===== src/rtl/ts_cap_pkg.sv =====
package ts_cap_pkg;

    parameter int WORD_W    = 32;
    parameter int SEQ_W     = 16;
    parameter int TIME_W    = 2 * WORD_W;
    parameter int VALID_BIT = SEQ_W;
    parameter int SEL_W     = 2;

    typedef enum logic [SEL_W-1:0] {
        SEL_STATUS = 2'd0,
        SEL_LOW    = 2'd1,
        SEL_HIGH   = 2'd2,
        SEL_RSVD   = 2'd3
    } word_sel_e;

    typedef struct packed {
        logic              valid;
        logic [SEQ_W-1:0]  seq;
        logic [TIME_W-1:0] stamp;
    } cap_entry_t;

    function automatic logic [WORD_W-1:0] status_word(input cap_entry_t e);
        logic [WORD_W-1:0] w;
        w                 = '0;
        w[SEQ_W-1:0]      = e.seq;
        w[VALID_BIT]      = e.valid;
        return w;
    endfunction

    function automatic logic [WORD_W-1:0] stamp_word(input logic [TIME_W-1:0] t,
                                                     input int idx);
        return t[idx*WORD_W +: WORD_W];
    endfunction

endpackage


===== src/rtl/ts_cap_decode.sv =====
module ts_cap_decode
    import ts_cap_pkg::*;
#(
    parameter int NUM_PATHS = 2,
    parameter int PATH_W    = 1,
    localparam int ADDR_W   = PATH_W + SEL_W
) (
    input  logic                 reg_wr,
    input  logic [ADDR_W-1:0]    reg_addr,
    input  logic [WORD_W-1:0]    reg_wdata,
    output logic [PATH_W-1:0]    path_idx,
    output word_sel_e            word_sel,
    output logic [NUM_PATHS-1:0] clr_req
);

    logic clear_bit;
    logic unused_wdata;

    assign path_idx     = reg_addr[ADDR_W-1:SEL_W];
    assign word_sel     = word_sel_e'(reg_addr[SEL_W-1:0]);
    assign clear_bit    = reg_wdata[VALID_BIT];
    assign unused_wdata = ^{reg_wdata[WORD_W-1:VALID_BIT+1], reg_wdata[VALID_BIT-1:0]};

    for (genvar p = 0; p < NUM_PATHS; p++) begin : g_clr
        assign clr_req[p] = reg_wr && clear_bit && (word_sel == SEL_STATUS)
                            && (int'(path_idx) == p);
    end

endmodule


===== src/rtl/ts_cap_slot.sv =====
module ts_cap_slot
    import ts_cap_pkg::*;
(
    input  logic              clk,
    input  logic              rst,
    input  logic [TIME_W-1:0] time_in,
    input  logic              strobe,
    input  logic [SEQ_W-1:0]  seq_in,
    input  logic              clr,
    output cap_entry_t        entry_q
);

    logic take;

    // Armed when empty, or when being cleared in this very cycle.
    assign take = strobe && (!entry_q.valid || clr);

    always_ff @(posedge clk) begin
        if (rst) begin
            entry_q <= '0;
        end else if (take) begin
            entry_q.valid <= 1'b1;
            entry_q.seq   <= seq_in;
            entry_q.stamp <= time_in;
        end else if (clr) begin
            entry_q.valid <= 1'b0;
        end
    end

endmodule


===== src/rtl/ts_cap_readmux.sv =====
module ts_cap_readmux
    import ts_cap_pkg::*;
#(
    parameter int NUM_PATHS = 2,
    parameter int PATH_W    = 1
) (
    input  cap_entry_t [NUM_PATHS-1:0] entries,
    input  logic [PATH_W-1:0]          path_idx,
    input  word_sel_e                  word_sel,
    output logic [WORD_W-1:0]          rdata
);

    always_comb begin
        rdata = '0;
        for (int p = 0; p < NUM_PATHS; p++) begin
            if (int'(path_idx) == p) begin
                case (word_sel)
                    SEL_STATUS: rdata = status_word(entries[p]);
                    SEL_LOW:    rdata = stamp_word(entries[p].stamp, 0);
                    SEL_HIGH:   rdata = stamp_word(entries[p].stamp, 1);
                    default:    rdata = '0;
                endcase
            end
        end
    end

endmodule


===== src/rtl/ts_capture_buf.sv =====
module ts_capture_buf
    import ts_cap_pkg::*;
#(
    parameter int NUM_PATHS = 2,
    localparam int PATH_W   = (NUM_PATHS > 1) ? $clog2(NUM_PATHS) : 1,
    localparam int ADDR_W   = PATH_W + SEL_W
) (
    input  logic                       clk,
    input  logic                       rst,
    input  logic [TIME_W-1:0]          time_in,
    input  logic [NUM_PATHS-1:0]       evt_strobe,
    input  logic [NUM_PATHS*SEQ_W-1:0] evt_seq,
    input  logic                       reg_wr,
    input  logic [ADDR_W-1:0]          reg_addr,
    input  logic [WORD_W-1:0]          reg_wdata,
    output logic [WORD_W-1:0]          reg_rdata
);

    logic [PATH_W-1:0]          path_idx;
    word_sel_e                  word_sel;
    logic [NUM_PATHS-1:0]       clr_req;
    cap_entry_t [NUM_PATHS-1:0] cap_q;

    ts_cap_decode #(.NUM_PATHS(NUM_PATHS), .PATH_W(PATH_W)) u_decode (
        .reg_wr    (reg_wr),
        .reg_addr  (reg_addr),
        .reg_wdata (reg_wdata),
        .path_idx  (path_idx),
        .word_sel  (word_sel),
        .clr_req   (clr_req)
    );

    for (genvar p = 0; p < NUM_PATHS; p++) begin : g_slot
        ts_cap_slot u_slot (
            .clk     (clk),
            .rst     (rst),
            .time_in (time_in),
            .strobe  (evt_strobe[p]),
            .seq_in  (evt_seq[p*SEQ_W +: SEQ_W]),
            .clr     (clr_req[p]),
            .entry_q (cap_q[p])
        );
    end

    ts_cap_readmux #(.NUM_PATHS(NUM_PATHS), .PATH_W(PATH_W)) u_rmux (
        .entries  (cap_q),
        .path_idx (path_idx),
        .word_sel (word_sel),
        .rdata    (reg_rdata)
    );

endmodule


===== config.mk =====
export PLATFORM = sky130hd
export DESIGN_NAME = ts_capture_buf
export DESIGN_NICKNAME = d
export VERILOG_FILES = /design/src/rtl/ts_cap_pkg.sv /design/src/rtl/ts_cap_decode.sv /design/src/rtl/ts_cap_slot.sv /design/src/rtl/ts_cap_readmux.sv /design/src/rtl/ts_capture_buf.sv
export SDC_FILE = /design/constraint.sdc
export NUM_CORES = 1
export LEC_CHECK = 0
export ABC_AREA = 1
export BUFFER_PORTS_ARGS = -buffer_cell sky130_fd_sc_hd__buf_2
export CORE_MARGIN = 10
export CORE_UTILIZATION = 45
export CTS_CLUSTER_DIAMETER = 150
export DETAILED_ROUTE_END_ITERATION = 10
export PLACE_DENSITY = 0.78
export SETUP_SLACK_MARGIN = 0.05
export SLEW_MARGIN = 20
export SYNTH_ARGS = -nofsm -noshare
export SYNTH_HDL_FRONTEND = slang
export SYNTH_SLANG_ARGS = --single-unit
export TNS_END_PERCENT = 1

===== constraint.sdc =====
create_clock -name clk -period 1.2 [get_ports clk]
set_input_delay 0 -clock clk [delete_from_list [all_inputs] [get_ports clk]]
set_output_delay 0 -clock clk [all_outputs]
set_load 0.05 [all_outputs]

==> results of run 1 <==
-- cell families (layout without fill, tap and decap cells) --
group / after synthesis / in the layout / share of synthesized area
buffers and inverters: 212 / 410 / 0.110
and+or+nand+nor: 765 / 765 / 0.383
AOI/OAI and AO/OA: 177 / 177 / 0.112
other: 0 / 1 / 0
DFF: 162 / 162 / 0.394
-- repair_timing --
item / 4_1_cts / 5_1_grt
hold endpoints to repair: 162 / 0
gates cloned: 0 / 2
resized for setup: 149 / 118
pin swaps: 26 / 35
hold buffers: 98 / 0
setup endpoints to repair: 32 / 112
buffers inserted: 1 / 1
-- how the worst max path moves through the flow --
stage                          to                          from  cells after the start  slack (ns)
floorplan           reg_rdata[18]                   reg_addr[2]                      5        0.05
global placement    reg_rdata[30]                   reg_addr[0]                      8       -0.03
detailed placement  reg_rdata[30]                   reg_addr[0]                      8       -0.04
CTS                 reg_rdata[13]  g_slot[1].u_slot.entry_q[77]                      5       -0.02
global route         reg_rdata[2]  g_slot[0].u_slot.entry_q[66]                      5       -0.08
finish               reg_rdata[7]  g_slot[1].u_slot.entry_q[39]                      5       -0.02
-- stage by stage --
stage	cells	instance area, µm²
2_1_floorplan	1316	8230
3_3_place_gp	1609	9290
3_5_place_dp	1609	9290
4_1_cts	1740	11300
5_1_grt	1744	11700
6_report	1744	11700
-- Yosys cell counts (all sizes together) --
master and instances:
nand3 211, inv 103, nor2 163, o21a 15, nand2 391, a21oi 162, clkbuf 44, dfxtp 162
buf 65
-- area by class of cell --
| cell class | count | area, µm² | area share |
|---|---|---|---|
| Clock buffer | 22 | 464 | 0.0398 |
| Multi-Input combinational cell | 942 | 4430 | 0.379 |
| Inverter | 103 | 389 | 0.0333 |
| Tap cell | 229 | 287 | 0.0245 |
| Sequential cell | 162 | 3360 | 0.288 |
| Antenna cell | 1 | 2.50 | 0.000214 |
| Clock inverter | 10 | 156 | 0.0134 |
| Timing Repair Buffer | 275 | 2580 | 0.221 |
-- tightest hold or removal path, cell delays in order --
cell     delay [ns]
buf_4          0.22
a21oi_1        0.18
nor2_1         0.05
-- metal layers --
layer	part of all wire	up-vias	wire, µm
met2	0.51	331	13900
met3	0.063	55	1720
met1	0.40	4224	10800
li1	-	4540	-
met4	0.027	0	731
met5	0	-	0
-- power by group through the flow --
stage | combinational (mW) | sequential [mW] | clock [mW]
5_1_grt | 3.63 | 6.15 | 6.03
2_1_floorplan | 1.91 | 6.09 | 0
3_3_place_gp | 2.64 | 6.14 | 0
3_5_place_dp | 2.68 | 6.15 | 0
6_report | 3.31 | 6.10 | 5.81
4_1_cts | 3.12 | 6.06 | 5.81
==> results.sh, run 1 <==
export IMPL_grt_pass1_vias=8746
export IMPL_numCtsBuffers=17
export IMPL_htreeDepth=4
export IMPL_io_pins=168
export IMPL_std_cell_rows=49
export IMPL_critPathMostFrequentCell="nand2_1"
export IMPL_syn_area_um2=8230
export IMPL_startpoint_type="register"
export IMPL_antenna_found_initial=1
export IMPL_criticalPathCategory="reg -> out"
export IMPL_finalHoldViolCount=0
export IMPL_drive_gt1_frac=0.262
export IMPL_layout_commonest_cell="nand2_1"
export IMPL_drv_cap=0
export IMPL_combPwrFrac=0.218
export IMPL_drv_slew=0
export IMPL_fin_nets=1637
export IMPL_r2r_start="g_slot[1].u_slot.entry_q[80]"
export IMPL_power_leakage_nw=5.66
export IMPL_end_kind="output port"
export IMPL_regMostFlops="g_slot.u_slot.entry_q"
export IMPL_worstHoldPathType="in -> reg"
export IMPL_setup_violations=12
export IMPL_violations="negative setup slack"
export IMPL_post_drt_via_cell_ratio=5.25
export IMPL_globalplace_congestion=0.859
export IMPL_vdd_ir_drop_max_v=0.00112
export IMPL_track_usage=0.215
export IMPL_grt_pass1_wl_mm=43.2
export IMPL_p_per_area_nw_per_um2=1300
export IMPL_grtUsageMet1=0.249
export IMPL_cp_max_fo=2
export IMPL_synth_warnings=0
export IMPL_cp_slowest_cell="dfxtp_1"
export IMPL_grt_use_met3=0.0411
export IMPL_overflow=0
export IMPL_path_clk_slew_ns=0.07
export IMPL_hold_start="evt_strobe[0]"
export IMPL_hold_ws_ns=0.0794
export IMPL_die_x_um=155
export IMPL_synth_fp_nets=1452
export IMPL_largest_reg_flops=162
export IMPL_netlist_area_leader_share=0.394
export IMPL_via_count=9150
export IMPL_ant_nets=0
export IMPL_crit_buf_inv=1
export IMPL_ff2ff_path_depth=6
export IMPL_seq_area_frac_synth=0.394
export IMPL_core_area_um2=18000
export IMPL_switching_share=0.287
export IMPL_outcome="complete, but fails checks"
export IMPL_yosysTopAreaCell="dfxtp_1"
export IMPL_clock_latency_ns=0.42
export IMPL_regToRegSetupSlack_ns=0.03
export IMPL_grt_setup_unrepaired="yes"
export IMPL_grt_use_met2=0.382
export IMPL_finalCritPeriodShare=1.02
export IMPL_dr_pass1_iters=5
export IMPL_netlist_instances=1316
export IMPL_die_area_um2=24100
export IMPL_wl_per_cell_um=15.6
export IMPL_area_delta_synth_final_pct=41.9
export IMPL_hold_depth=3
export IMPL_cts_tree="done"
export IMPL_final_cell_mix="nand2_1, nand3_1, a21oi_1"
export IMPL_min_to="g_slot[0].u_slot.entry_q[53]"
export IMPL_clockBufferDepth=2
export IMPL_dp_hpwl_mm=16.2
export IMPL_synth_area_leaders="dfxtp_1, nand2_1, nand3_1, a21oi_1, nor2_1"
export IMPL_path_cells="nand2_1 > nand3_1 > nand2_1 > nand2_2 > buf_8"
export IMPL_place_port_buffers=136
export IMPL_power_frac_seq=0.401
export IMPL_fin_ws_ns=-0.0208
export IMPL_clockPowerShare=0.381
export IMPL_drtIter0Drc=781
export IMPL_clock_root_buffer="clkbuf_16"
export IMPL_wl_mm=27.2
export IMPL_top_regs="g_slot.u_slot.entry_q (162)"
export IMPL_start_util=0.458
export IMPL_cp_arrival_ns=1.22
export IMPL_required_ns=1.20
export IMPL_critPathMaxStageDelay_ns=0.33
export IMPL_final_util=0.650
export IMPL_drc=0
export IMPL_total_power_mw=15.2
export IMPL_cpLargestDelayFamily="flip-flops"
export IMPL_top_usage_layer="met2"
export IMPL_avgSynthCellArea_um2=6.25
export IMPL_dpl_worst_slack_ns=-0.0368
export IMPL_final_setup_tns_ns=-0.101
export IMPL_synthDistinctLibCells=15
export IMPL_ys_ff_latch=162
export IMPL_fin_skew_ns=0.0101
export IMPL_min_period_ns=1.22
export IMPL_slew_headroom=0.767
export IMPL_cts_sinks=162
export IMPL_max_freq_mhz=819
export IMPL_worst_slew_pin_slew_ns=0.349
export IMPL_die_h_um=155
export IMPL_grt_max_degree=59
export IMPL_p_int_mw=10.9
export IMPL_switching_power_mw=4.37
export IMPL_r2r_end="g_slot[1].u_slot.entry_q[41]"
export IMPL_fillers=1513
No activity file was read; power rests on OpenSTA's default activity.
==> inputs of run 2 (changes only) <==
--- a/config.mk
+++ b/config.mk
@@ -6,12 +6,12 @@
 export NUM_CORES = 1
 export LEC_CHECK = 0
 export ABC_AREA = 1
-export BUFFER_PORTS_ARGS = -buffer_cell sky130_fd_sc_hd__buf_2
 export CORE_MARGIN = 10
-export CORE_UTILIZATION = 45
+export CORE_UTILIZATION = 50
 export CTS_CLUSTER_DIAMETER = 150
 export DETAILED_ROUTE_END_ITERATION = 10
-export PLACE_DENSITY = 0.78
+export DONT_BUFFER_PORTS = 1
+export PLACE_DENSITY = 0.75
 export SETUP_SLACK_MARGIN = 0.05
 export SLEW_MARGIN = 20
 export SYNTH_ARGS = -nofsm -noshare
==> results.sh, run 2 (synthesis results as in run 1) <==
export IMPL_outcome="complete, but fails checks"
export IMPL_violations="negative hold slack, negative setup slack"
export IMPL_hold_depth=2
export IMPL_cp_max_fo=2
export IMPL_grt_setup_unrepaired="yes"
export IMPL_vdd_ir_drop_max_v=0.00109
export IMPL_antenna_found_initial=0
export IMPL_drt_met1_wl_mm=9.69
export IMPL_min_to="g_slot[0].u_slot.entry_q[72]"
export IMPL_dpl_worst_slack_ns=0.0232
export IMPL_via_count=8072
export IMPL_io_pins=168
export IMPL_fin_cells=1513
export IMPL_startpoint_type="register"
export IMPL_grt_pass1_vias=7466
export IMPL_postCtsHoldBufs=3
export IMPL_drive_gt1_frac=0.187
export IMPL_setup_violations=28
export IMPL_place_port_buffers=0
export IMPL_top_layer_used="met4"
export IMPL_die_area_um2=22000
export IMPL_fin_skew_ns=0.0105
export IMPL_wl_mm=23.2
export IMPL_min_period_ns=1.26
export IMPL_post_cts_buffers=0
export IMPL_globalplace_congestion=0.842
export IMPL_numCtsBuffers=17
export IMPL_required_ns=1.20
export IMPL_r2r_end="g_slot[0].u_slot.entry_q[22]"
export IMPL_finalHoldViolCount=160
export IMPL_dp_hpwl_mm=14.7
export IMPL_post_drt_via_cell_ratio=5.34
export IMPL_final_setup_tns_ns=-0.557
export IMPL_clockBufferDepth=2
export IMPL_cts_sinks=162
export IMPL_final_cell_mix="nand2_1, nand3_1, a21oi_1"
export IMPL_std_cell_rows=46
export IMPL_regMostFlops="g_slot.u_slot.entry_q"
export IMPL_track_usage=0.206
export IMPL_largest_reg_flops=162
export IMPL_layout_commonest_cell="nand2_1"
export IMPL_drtIter0Drc=644
export IMPL_final_area_um2=9930
export IMPL_die_h_um=148
export IMPL_wl_per_cell_um=15.4
export IMPL_end_kind="output port"
export IMPL_clock_latency_ns=0.44
export IMPL_die_x_um=148
export IMPL_hold_start="evt_strobe[0]"
export IMPL_fin_nets=1420
export IMPL_hold_ws_ns=-0.254
export IMPL_finalCritPeriodShare=1.05
export IMPL_met2_length_mm=11.5
export IMPL_total_power_mw=14.1
export IMPL_criticalPathCategory="reg -> out"
export IMPL_place_area_um2=8990
export IMPL_worstHoldPathType="in -> reg"
export IMPL_drv_slew=0
export IMPL_max_freq_mhz=796
export IMPL_cp_arrival_ns=1.26
export IMPL_drc=0
export IMPL_path_clk_slew_ns=0.06
export IMPL_htreeDepth=4
export IMPL_ff2ff_path_depth=5
export IMPL_dr_pass1_iters=7
export IMPL_r2r_start="g_slot[0].u_slot.entry_q[80]"
export IMPL_power_leakage_nw=4.72
export IMPL_antenna_cells=0
export IMPL_final_util=0.621
export IMPL_start_util=0.514
export IMPL_top_regs="g_slot.u_slot.entry_q (162)"
export IMPL_ant_nets=0
export IMPL_cts_tree="done"
export IMPL_regToRegSetupSlack_ns=0.06
export IMPL_core_area_um2=16000
export IMPL_area_delta_synth_final_pct=20.7
export IMPL_overflow=0
export IMPL_placedCellCount=1478
export IMPL_p_per_area_nw_per_um2=1420
export IMPL_drv_cap=0
export IMPL_worst_slew_pin_slew_ns=0.476
export IMPL_slew_headroom=0.682
export IMPL_dr_wl_met3_mm=1.42
export IMPL_grt_max_degree=162
export IMPL_grt_pass1_wl_mm=37.4
export IMPL_fin_ws_ns=-0.0564
export IMPL_clock_root_buffer="clkbuf_16"
==> run 2: layout make-up <==
class,count,area [µm²]
Clock buffer,22,474
Fill cell,1495,6070
Clock inverter,10,108
Inverter,103,389
Sequential cell,162,3360
Timing Repair Buffer,58,1030
Multi-Input combinational cell,942,4300
Tap cell,216,270
==> run 2: worst max path at each step <==
stage	endpoint	start	depth (start not counted)
after CTS	reg_rdata[20]	g_slot[0].u_slot.entry_q[20]	4
after detailed placement	g_slot[0].u_slot.entry_q[24]	reg_addr[1]	7
after global routing	reg_rdata[8]	g_slot[1].u_slot.entry_q[72]	5
final	reg_rdata[17]	g_slot[0].u_slot.entry_q[17]	4
after floorplan	reg_rdata[18]	reg_addr[2]	5
after global placement	g_slot[1].u_slot.entry_q[78]	reg_addr[1]	7
==> run 2: repair_timing <==
item	in CTS	in global routing
endpoints found under the setup margin	32	53
gates resized for setup	81	73
pin swaps	22	21
cloned	0	0
hold endpoints to repair	162	160
==> run 2: where the power goes <==
group | internal (mW) | switching (mW)
Sequential | 5.86 | 0.228
Clock | 3.21 | 2.17
Combinational | 1.10 | 1.54
==> run 2: critical path, cell delays in order (launching register included) <==
cell	delay [ns]
dfxtp_2	0.32
nand2_1	0.05
nand3_1	0.08
o21a_1	0.21
buf_12	0.16
==> run 2: metal layers <==
layer  track usage  vias to the layer above
met5             0                        -
met4         0.101                        0
met3        0.0452                       41
met2         0.343                      236
met1         0.247                     3700
li1              -                     4095
